--- src/rtl/pcs_pkg.sv ---
package pcs_pkg;
  typedef enum logic [1:0] {
    JK_CALL   = 2'd0,
    JK_PORTAL = 2'd1,
    JK_RETURN = 2'd2
  } jump_kind_e;

  typedef enum logic [1:0] {
    FC_NONE      = 2'd0,
    FC_NOEXEC    = 2'd1,
    FC_OVERFLOW  = 2'd2,
    FC_UNDERFLOW = 2'd3
  } fault_code_e;

  typedef enum logic [1:0] {
    SQ_IDLE = 2'd0,
    SQ_REQ  = 2'd1,
    SQ_WAIT = 2'd2
  } seq_state_e;
endpackage

--- src/rtl/pcs_save_stack.sv ---
module pcs_save_stack #(
  parameter int ENTRY_W = 64,
  parameter int DEPTH   = 8
) (
  input  logic               clk,
  input  logic               rst_n,
  input  logic               push_en,
  input  logic               pop_en,
  input  logic [ENTRY_W-1:0] push_data,
  output logic [ENTRY_W-1:0] top_data,
  output logic               full,
  output logic               empty
);
  localparam int CNT_W = $clog2(DEPTH + 1);
  localparam int IDX_W = (DEPTH > 1) ? $clog2(DEPTH) : 1;

  logic [ENTRY_W-1:0] mem [DEPTH];
  logic [CNT_W-1:0]   cnt_q, cnt_d;
  logic [CNT_W-1:0]   top_cnt;

  assign top_cnt  = cnt_q - CNT_W'(1);
  assign top_data = mem[top_cnt[IDX_W-1:0]];
  assign full     = (cnt_q == CNT_W'(DEPTH));
  assign empty    = (cnt_q == '0);

  always_comb begin
    cnt_d = cnt_q;
    if (push_en && !full)      cnt_d = cnt_q + CNT_W'(1);
    else if (pop_en && !empty) cnt_d = cnt_q - CNT_W'(1);
  end

  always_ff @(posedge clk or negedge rst_n) begin
    if (!rst_n) cnt_q <= '0;
    else        cnt_q <= cnt_d;
  end

  always_ff @(posedge clk) begin
    if (push_en && !full) mem[cnt_q[IDX_W-1:0]] <= push_data;
  end
endmodule

--- src/rtl/pcs_ctx_reg.sv ---
module pcs_ctx_reg #(
  parameter int              DOM_W    = 8,
  parameter int              NREG     = 3,
  parameter int              REG_W    = 64,
  parameter logic [DOM_W-1:0] ROOT_DOM = '0
) (
  input  logic                  clk,
  input  logic                  rst_n,
  input  logic                  load_en,
  input  logic [DOM_W-1:0]      load_dom,
  input  logic [NREG*REG_W-1:0] load_regs,
  output logic [DOM_W-1:0]      cur_dom,
  output logic [NREG*REG_W-1:0] cur_regs
);
  logic [DOM_W-1:0] dom_q, dom_d;

  always_comb dom_d = load_en ? load_dom : dom_q;

  always_ff @(posedge clk or negedge rst_n) begin
    if (!rst_n) dom_q <= ROOT_DOM;
    else        dom_q <= dom_d;
  end
  assign cur_dom = dom_q;

  for (genvar g = 0; g < NREG; g++) begin : g_region
    logic [REG_W-1:0] rg_q, rg_d;
    always_comb rg_d = load_en ? load_regs[g*REG_W +: REG_W] : rg_q;
    always_ff @(posedge clk or negedge rst_n) begin
      if (!rst_n) rg_q <= '0;
      else        rg_q <= rg_d;
    end
    assign cur_regs[g*REG_W +: REG_W] = rg_q;
  end
endmodule

--- src/rtl/pcs_sequencer.sv ---
module pcs_sequencer
  import pcs_pkg::*;
#(
  parameter int ADDR_W = 32
) (
  input  logic              clk,
  input  logic              rst_n,
  input  logic              call_valid,
  input  logic [ADDR_W-1:0] call_target,
  input  logic [ADDR_W-1:0] call_ret_addr,
  input  logic              ret_valid,
  input  logic              perm_exec,
  input  logic              perm_portal,
  input  logic              stk_full,
  input  logic              stk_empty,
  input  logic [ADDR_W-1:0] stk_ret_addr,
  input  logic              desc_req_ready,
  input  logic              desc_rsp_valid,
  input  logic [ADDR_W-1:0] desc_rsp_entry,
  output logic              desc_req_valid,
  output logic [ADDR_W-1:0] desc_req_addr,
  output logic              busy,
  output logic              push_en,
  output logic              pop_en,
  output logic              ctx_load,
  output logic              ctx_from_desc,
  output logic [ADDR_W-1:0] saved_ret_addr,
  output logic              jump_valid,
  output logic [ADDR_W-1:0] jump_addr,
  output logic [1:0]        jump_kind,
  output logic              fault_valid,
  output logic [1:0]        fault_code,
  output logic              swap_valid
);
  seq_state_e        state_q, state_d;
  logic [ADDR_W-1:0] tgt_q, tgt_d, ret_q, ret_d;
  logic              jv_q, jv_d, fv_q, fv_d, sv_q, sv_d;
  logic [ADDR_W-1:0] ja_q, ja_d;
  jump_kind_e        jk_q, jk_d;
  fault_code_e       fc_q, fc_d;

  always_comb begin
    state_d       = state_q;
    tgt_d         = tgt_q;
    ret_d         = ret_q;
    jv_d          = 1'b0;
    ja_d          = ja_q;
    jk_d          = jk_q;
    fv_d          = 1'b0;
    fc_d          = fc_q;
    sv_d          = 1'b0;
    push_en       = 1'b0;
    pop_en        = 1'b0;
    ctx_load      = 1'b0;
    ctx_from_desc = 1'b0;
    unique case (state_q)
      SQ_IDLE: begin
        if (call_valid) begin
          if (perm_portal) begin
            if (stk_full) begin
              fv_d = 1'b1;
              fc_d = FC_OVERFLOW;
            end else begin
              state_d = SQ_REQ;
              tgt_d   = call_target;
              ret_d   = call_ret_addr;
            end
          end else if (perm_exec) begin
            jv_d = 1'b1;
            ja_d = call_target;
            jk_d = JK_CALL;
          end else begin
            fv_d = 1'b1;
            fc_d = FC_NOEXEC;
          end
        end else if (ret_valid) begin
          if (stk_empty) begin
            fv_d = 1'b1;
            fc_d = FC_UNDERFLOW;
          end else begin
            pop_en   = 1'b1;
            ctx_load = 1'b1;
            jv_d     = 1'b1;
            ja_d     = stk_ret_addr;
            jk_d     = JK_RETURN;
            sv_d     = 1'b1;
          end
        end
      end
      SQ_REQ: begin
        if (desc_req_ready) state_d = SQ_WAIT;
      end
      SQ_WAIT: begin
        if (desc_rsp_valid) begin
          push_en       = 1'b1;
          ctx_load      = 1'b1;
          ctx_from_desc = 1'b1;
          jv_d          = 1'b1;
          ja_d          = desc_rsp_entry;
          jk_d          = JK_PORTAL;
          sv_d          = 1'b1;
          state_d       = SQ_IDLE;
        end
      end
      default: state_d = SQ_IDLE;
    endcase
  end

  always_ff @(posedge clk or negedge rst_n) begin
    if (!rst_n) begin
      state_q <= SQ_IDLE;
      tgt_q   <= '0;
      ret_q   <= '0;
      jv_q    <= 1'b0;
      ja_q    <= '0;
      jk_q    <= JK_CALL;
      fv_q    <= 1'b0;
      fc_q    <= FC_NONE;
      sv_q    <= 1'b0;
    end else begin
      state_q <= state_d;
      tgt_q   <= tgt_d;
      ret_q   <= ret_d;
      jv_q    <= jv_d;
      ja_q    <= ja_d;
      jk_q    <= jk_d;
      fv_q    <= fv_d;
      fc_q    <= fc_d;
      sv_q    <= sv_d;
    end
  end

  assign desc_req_valid = (state_q == SQ_REQ);
  assign desc_req_addr  = tgt_q;
  assign busy           = (state_q != SQ_IDLE);
  assign saved_ret_addr = ret_q;
  assign jump_valid     = jv_q;
  assign jump_addr      = ja_q;
  assign jump_kind      = jk_q;
  assign fault_valid    = fv_q;
  assign fault_code     = fc_q;
  assign swap_valid     = sv_q;
endmodule

--- src/rtl/portal_switch.sv ---
module portal_switch #(
  parameter int              ADDR_W   = 32,
  parameter int              DOM_W    = 8,
  parameter int              NREG     = 3,
  parameter int              DEPTH    = 8,
  parameter logic [DOM_W-1:0] ROOT_DOM = '0
) (
  input  logic                       clk,
  input  logic                       rst_n,
  input  logic                       call_valid,
  input  logic [ADDR_W-1:0]          call_target,
  input  logic [ADDR_W-1:0]          call_ret_addr,
  input  logic                       ret_valid,
  input  logic                       perm_exec,
  input  logic                       perm_portal,
  output logic                       busy,
  output logic                       desc_req_valid,
  input  logic                       desc_req_ready,
  output logic [ADDR_W-1:0]          desc_req_addr,
  input  logic                       desc_rsp_valid,
  input  logic [ADDR_W-1:0]          desc_rsp_entry,
  input  logic [DOM_W-1:0]           desc_rsp_domain,
  input  logic [NREG*2*ADDR_W-1:0]   desc_rsp_regions,
  output logic                       swap_valid,
  output logic [DOM_W-1:0]           cur_domain,
  output logic [NREG*2*ADDR_W-1:0]   cur_regions,
  output logic                       jump_valid,
  output logic [ADDR_W-1:0]          jump_addr,
  output logic [1:0]                 jump_kind,
  output logic                       fault_valid,
  output logic [1:0]                 fault_code
);
  localparam int REG_W   = 2 * ADDR_W;
  localparam int REGS_W  = NREG * REG_W;
  localparam int ENTRY_W = DOM_W + REGS_W + ADDR_W;

  logic               push_en, pop_en, stk_full, stk_empty;
  logic               ctx_load, ctx_from_desc;
  logic [ADDR_W-1:0]  saved_ret_addr;
  logic [ENTRY_W-1:0] push_data, top_data;
  logic [DOM_W-1:0]   top_dom, load_dom;
  logic [REGS_W-1:0]  top_regs, load_regs;
  logic [ADDR_W-1:0]  top_ret;

  assign push_data = {cur_domain, cur_regions, saved_ret_addr};
  assign {top_dom, top_regs, top_ret} = top_data;
  assign load_dom  = ctx_from_desc ? desc_rsp_domain  : top_dom;
  assign load_regs = ctx_from_desc ? desc_rsp_regions : top_regs;

  pcs_sequencer #(.ADDR_W(ADDR_W)) u_seq (
    .clk, .rst_n, .call_valid, .call_target, .call_ret_addr, .ret_valid,
    .perm_exec, .perm_portal, .stk_full, .stk_empty,
    .stk_ret_addr(top_ret), .desc_req_ready, .desc_rsp_valid, .desc_rsp_entry,
    .desc_req_valid, .desc_req_addr, .busy, .push_en, .pop_en,
    .ctx_load, .ctx_from_desc, .saved_ret_addr,
    .jump_valid, .jump_addr, .jump_kind, .fault_valid, .fault_code, .swap_valid
  );

  pcs_save_stack #(.ENTRY_W(ENTRY_W), .DEPTH(DEPTH)) u_stack (
    .clk, .rst_n, .push_en, .pop_en, .push_data, .top_data,
    .full(stk_full), .empty(stk_empty)
  );

  pcs_ctx_reg #(.DOM_W(DOM_W), .NREG(NREG), .REG_W(REG_W), .ROOT_DOM(ROOT_DOM)) u_ctx (
    .clk, .rst_n, .load_en(ctx_load), .load_dom, .load_regs,
    .cur_dom(cur_domain), .cur_regs(cur_regions)
  );
endmodule

--- config.mk ---
export PLATFORM = sky130hd
export DESIGN_NAME = portal_switch
export DESIGN_NICKNAME = d
export VERILOG_FILES = /design/src/rtl/pcs_pkg.sv /design/src/rtl/pcs_save_stack.sv /design/src/rtl/pcs_ctx_reg.sv /design/src/rtl/pcs_sequencer.sv /design/src/rtl/portal_switch.sv
export SDC_FILE = /design/constraint.sdc
export NUM_CORES = 2
export LEC_CHECK = 0
export BUFFER_PORTS_ARGS = -buffer_cell sky130_fd_sc_hd__buf_2
export CORE_ASPECT_RATIO = 0.75
export CORE_MARGIN = 5
export CORE_UTILIZATION = 27
export DETAILED_ROUTE_END_ITERATION = 6
export GPL_TIMING_DRIVEN = 1
export PLACE_DENSITY_LB_ADDON = 0.15
export SYNTH_ARGS = -nofsm -noshare
export SYNTH_HDL_FRONTEND = slang
export SYNTH_SLANG_ARGS = --single-unit
--- constraint.sdc ---
create_clock -name clk -period 24.5 [get_ports clk]
set_clock_uncertainty 0.1 [all_clocks]
set_input_delay 2.45 -clock clk [delete_from_list [all_inputs] [get_ports clk]]
set_output_delay 2.45 -clock clk [all_outputs]
set_load 0.1 [all_outputs]
==> impl_metrics.env <==
export IMPL_wl_um=239300
export IMPL_grt_use_total=0.1465
export IMPL_cp_end_kind="flop"
export IMPL_hold_viol_final=0
export IMPL_syn2layout_area_growth_pct=18.05
export IMPL_nFillCells=29626
export IMPL_cts_setup_buffers=0
export IMPL_crit_end="u_ctx.g_region[0].rg_q[32]"
export IMPL_r2r_cells=10
export IMPL_drc=0
export IMPL_hold_path_class="reg2reg"
export IMPL_drive_above_1_share=0.2674
export IMPL_cts_clk_slew_worst_paths_ps=60
export IMPL_clock_sinks=2165
export IMPL_coreArea_mm2=0.3059
export IMPL_nNetsFinal=5305
export IMPL_yosysTopAreaCell="edfxtp_1"
export IMPL_multi_input_area_mm2=0.01767
export IMPL_row_count=176
export IMPL_ir_drop_mv=0.1240
export IMPL_dieWidth_um=649.1
export IMPL_cts_htree_levels=4
export IMPL_grt_ovfl_total=0
export IMPL_clock_fmax_mhz=179.2
export IMPL_max_slew_worst_pin_slew_ps=1229
export IMPL_setup_violations=0
export IMPL_dr_pass1_iters=5
export IMPL_p_leak_nw=33.42
export IMPL_ioPinCount=577
export IMPL_synthTopCellsByArea="edfxtp_1 (67%), dfrtp_1 (9.3%), mux4_2 (7.6%), mux2i_1 (4.6%), a21oi_1 (2.3%)"
export IMPL_numCtsBuffers=233
export IMPL_startpoint_type="flop"
export IMPL_post_place_ws_ps=18140
export IMPL_cts_tree="done"
export IMPL_r2r_start="u_stack.cnt_q[0]"
export IMPL_regArea_mm2=0.06347
export IMPL_maxSlewViolCount=0
export IMPL_synth_ff_type="edfxtp_1"
export IMPL_r2r_slack_ps=18920
export IMPL_cts_resized=0
export IMPL_die_h_um=489.3
export IMPL_cp_arrival_ps=6190
export IMPL_dp_hpwl_um=129100
export IMPL_holdWs_ps=384.1
export IMPL_maxCapViolCount=0
export IMPL_place_congestion=0.7250
export IMPL_cts_path_max_buffers=4
export IMPL_io_buffer_count=576
export IMPL_synthArstFlopShare=0.1427
export IMPL_ant_nets=0
export IMPL_min_period_ps=5581
export IMPL_syn_avg_cell_area_um2=18.86
export IMPL_synth_area_mm2=0.08271
export IMPL_critical_path_required_ps=25110
export IMPL_slew_headroom=0.1808
export IMPL_power_density_mw_per_mm2=141.6
export IMPL_syn_inst=4385
export IMPL_synth_seq_cells=2165
export IMPL_utilization=0.3192
export IMPL_seq_area_frac_synth=0.7673
export IMPL_vias_per_cell=4.666
export IMPL_synth_edf_count=1856
export IMPL_grt_pass1_vias=45374
export IMPL_antenna_found_initial=47
export IMPL_clock_root_buffer="clkbuf_16"
export IMPL_startpoint="u_stack.cnt_q[0]"
export IMPL_synthDistinctLibCells=43
export IMPL_dieArea_mm2=0.3176
export IMPL_run_status="completed"
export IMPL_dr_first_iter_drc_count=2556
export IMPL_grt_pass1_wl_um=341700
export IMPL_wl_per_cell_um=25.72
export IMPL_ctsHoldBuffers=0
export IMPL_synth_top_area_share=0.6738
export IMPL_initial_utilization=0.2704
export IMPL_grt_max_degree=143
export IMPL_route_vias_total=43411
export IMPL_syn_num_nets=4692
export IMPL_ys_warn_count=0
export IMPL_setup_tns_ps=0
export IMPL_timing_rr_end="u_ctx.g_region[0].rg_q[32]"
export IMPL_clk_latency_ps=890
export IMPL_rsz0062_at_grt="false"
export IMPL_crit_fanout=49
export IMPL_fin_crit_sh=0.2278
export IMPL_worst_slack_ps=18920
export IMPL_path_class="reg2reg"
[per-stage QoR]
stage / instance area (µm²) / std cells / total power, mW
floorplan: 82710 / 4385 / 9.125
global placement: 90040 / 8857 / 10.52
detailed placement: 90040 / 8857 / 10.54
CTS: 97600 / 9288 / 14.09
global route: 97620 / 9298 / 14.50
finish: 97640 / 9304 / 13.83
[power breakdown]
group	switching, mW	internal (mW)
Sequential	0.548	4.76
Combinational	3.59	1.43
Clock	1.47	2.02
Total	5.61	8.21
[critical path, cell delays in order (launching register included)]
cell and delay [ps]:
dfrtp_4 740, inv_2 230, ha_1 360, xor2_4 230, buf_4 570, buf_4 710, buf_4 770, buf_4 830
mux4_2 410, a21oi_1 190, o21ai_1 80
[sequential cells by signal, indices dropped and copies added (netlist names), 2 cells and up]
register              cells
u_stack.mem            1856
u_seq.jump_kind           2
u_seq.saved_ret_addr     32
u_seq.desc_req_addr      32
u_stack.cnt_q             4
u_seq.fault_code          2
u_seq.jump_addr          32
u_ctx.cur_dom             8
u_seq.state_q             2
u_ctx.g_region.rg_q     192
[logic make-up after synthesis]
logic type / count (synthesis) / synth area share
simple gates: 277 / 0.01945
mux: 728 / 0.1314
flops: 2165 / 0.7673
fa+ha+maj: 3 / 0.0004539
buf+inv: 296 / 0.02024
compound gates: 913 / 0.06071
xor+xnor: 3 / 0.0004085
[synthesized netlist by cell type (2+ instances only)]
| cell type | number |
|---|---|
| nand2b_1 | 4 |
| o21ai_1 | 218 |
| ha_1 | 3 |
| buf_4 | 40 |
| nor2_1 | 6 |
| buf_1 | 5 |
| nor2b_1 | 5 |
| buf_6 | 45 |
| a22o_1 | 32 |
| o22ai_1 | 184 |
| dfrtp_1 | 309 |
| edfxtp_1 | 1856 |
| inv_2 | 2 |
| and3_1 | 202 |
| mux2i_1 | 384 |
| buf_2 | 60 |
| mux2_2 | 64 |
| mux4_2 | 280 |
| nand2_1 | 44 |
| inv_1 | 3 |
| a31oi_1 | 2 |
| nor3_1 | 7 |
| a21oi_1 | 386 |
| o21ai_0 | 53 |
| clkbuf_1 | 141 |
| a211oi_1 | 33 |
[layout by cell type, fill, tap and decap left out, types with 43 or more instances in the layout]
master,count
o21ai_1,218
edfxtp_1,1856
o21ai_0,53
clkbuf_16,234
mux4_2,280
and3_1,202
clkbuf_1,46
a21oi_1,386
mux2_2,64
clkinv_2,52
o22ai_1,184
nand2_1,43
dfrtp_1,308
mux2i_1,384
buf_2,575
buf_4,80
[layout make-up]
class,instances,area share
sequential,2165,0.6501
multi-input combinational,1924,0.1810
clock buffer,306,0.06541
tap,4094,0.05246
timing repair buffer,669,0.03844
clock inverter,125,0.01202
antenna,16,0.0004101
inverter,5,0.0001922
[layer usage]
layer | wire (µm) | vias to the layer above | GRT usage
met5 | 151 | - | 0
met2 | 115900 | 911 | 0.2441
li1 | - | 19028 | -
met3 | 10470 | 376 | 0.02706
met4 | 6256 | 22 | 0.04250
met1 | 106600 | 23074 | 0.1957
[worst min-delay path by stage]
stage,from,endpoint,slack [ps],cells after the start
after floorplan,u_stack.cnt_q[3],u_stack.cnt_q[3],380,1
after global placement,u_seq.jump_addr[31],u_seq.jump_addr[31],360,2
after detailed placement,u_seq.jump_addr[14],u_seq.jump_addr[14],380,2
after CTS,u_seq.jump_addr[14],u_seq.jump_addr[14],390,2
after global routing,u_seq.jump_addr[8],u_seq.jump_addr[8],410,2
final,u_seq.jump_addr[14],u_seq.jump_addr[14],380,2
No activity file was read; power rests on OpenSTA's default activity.
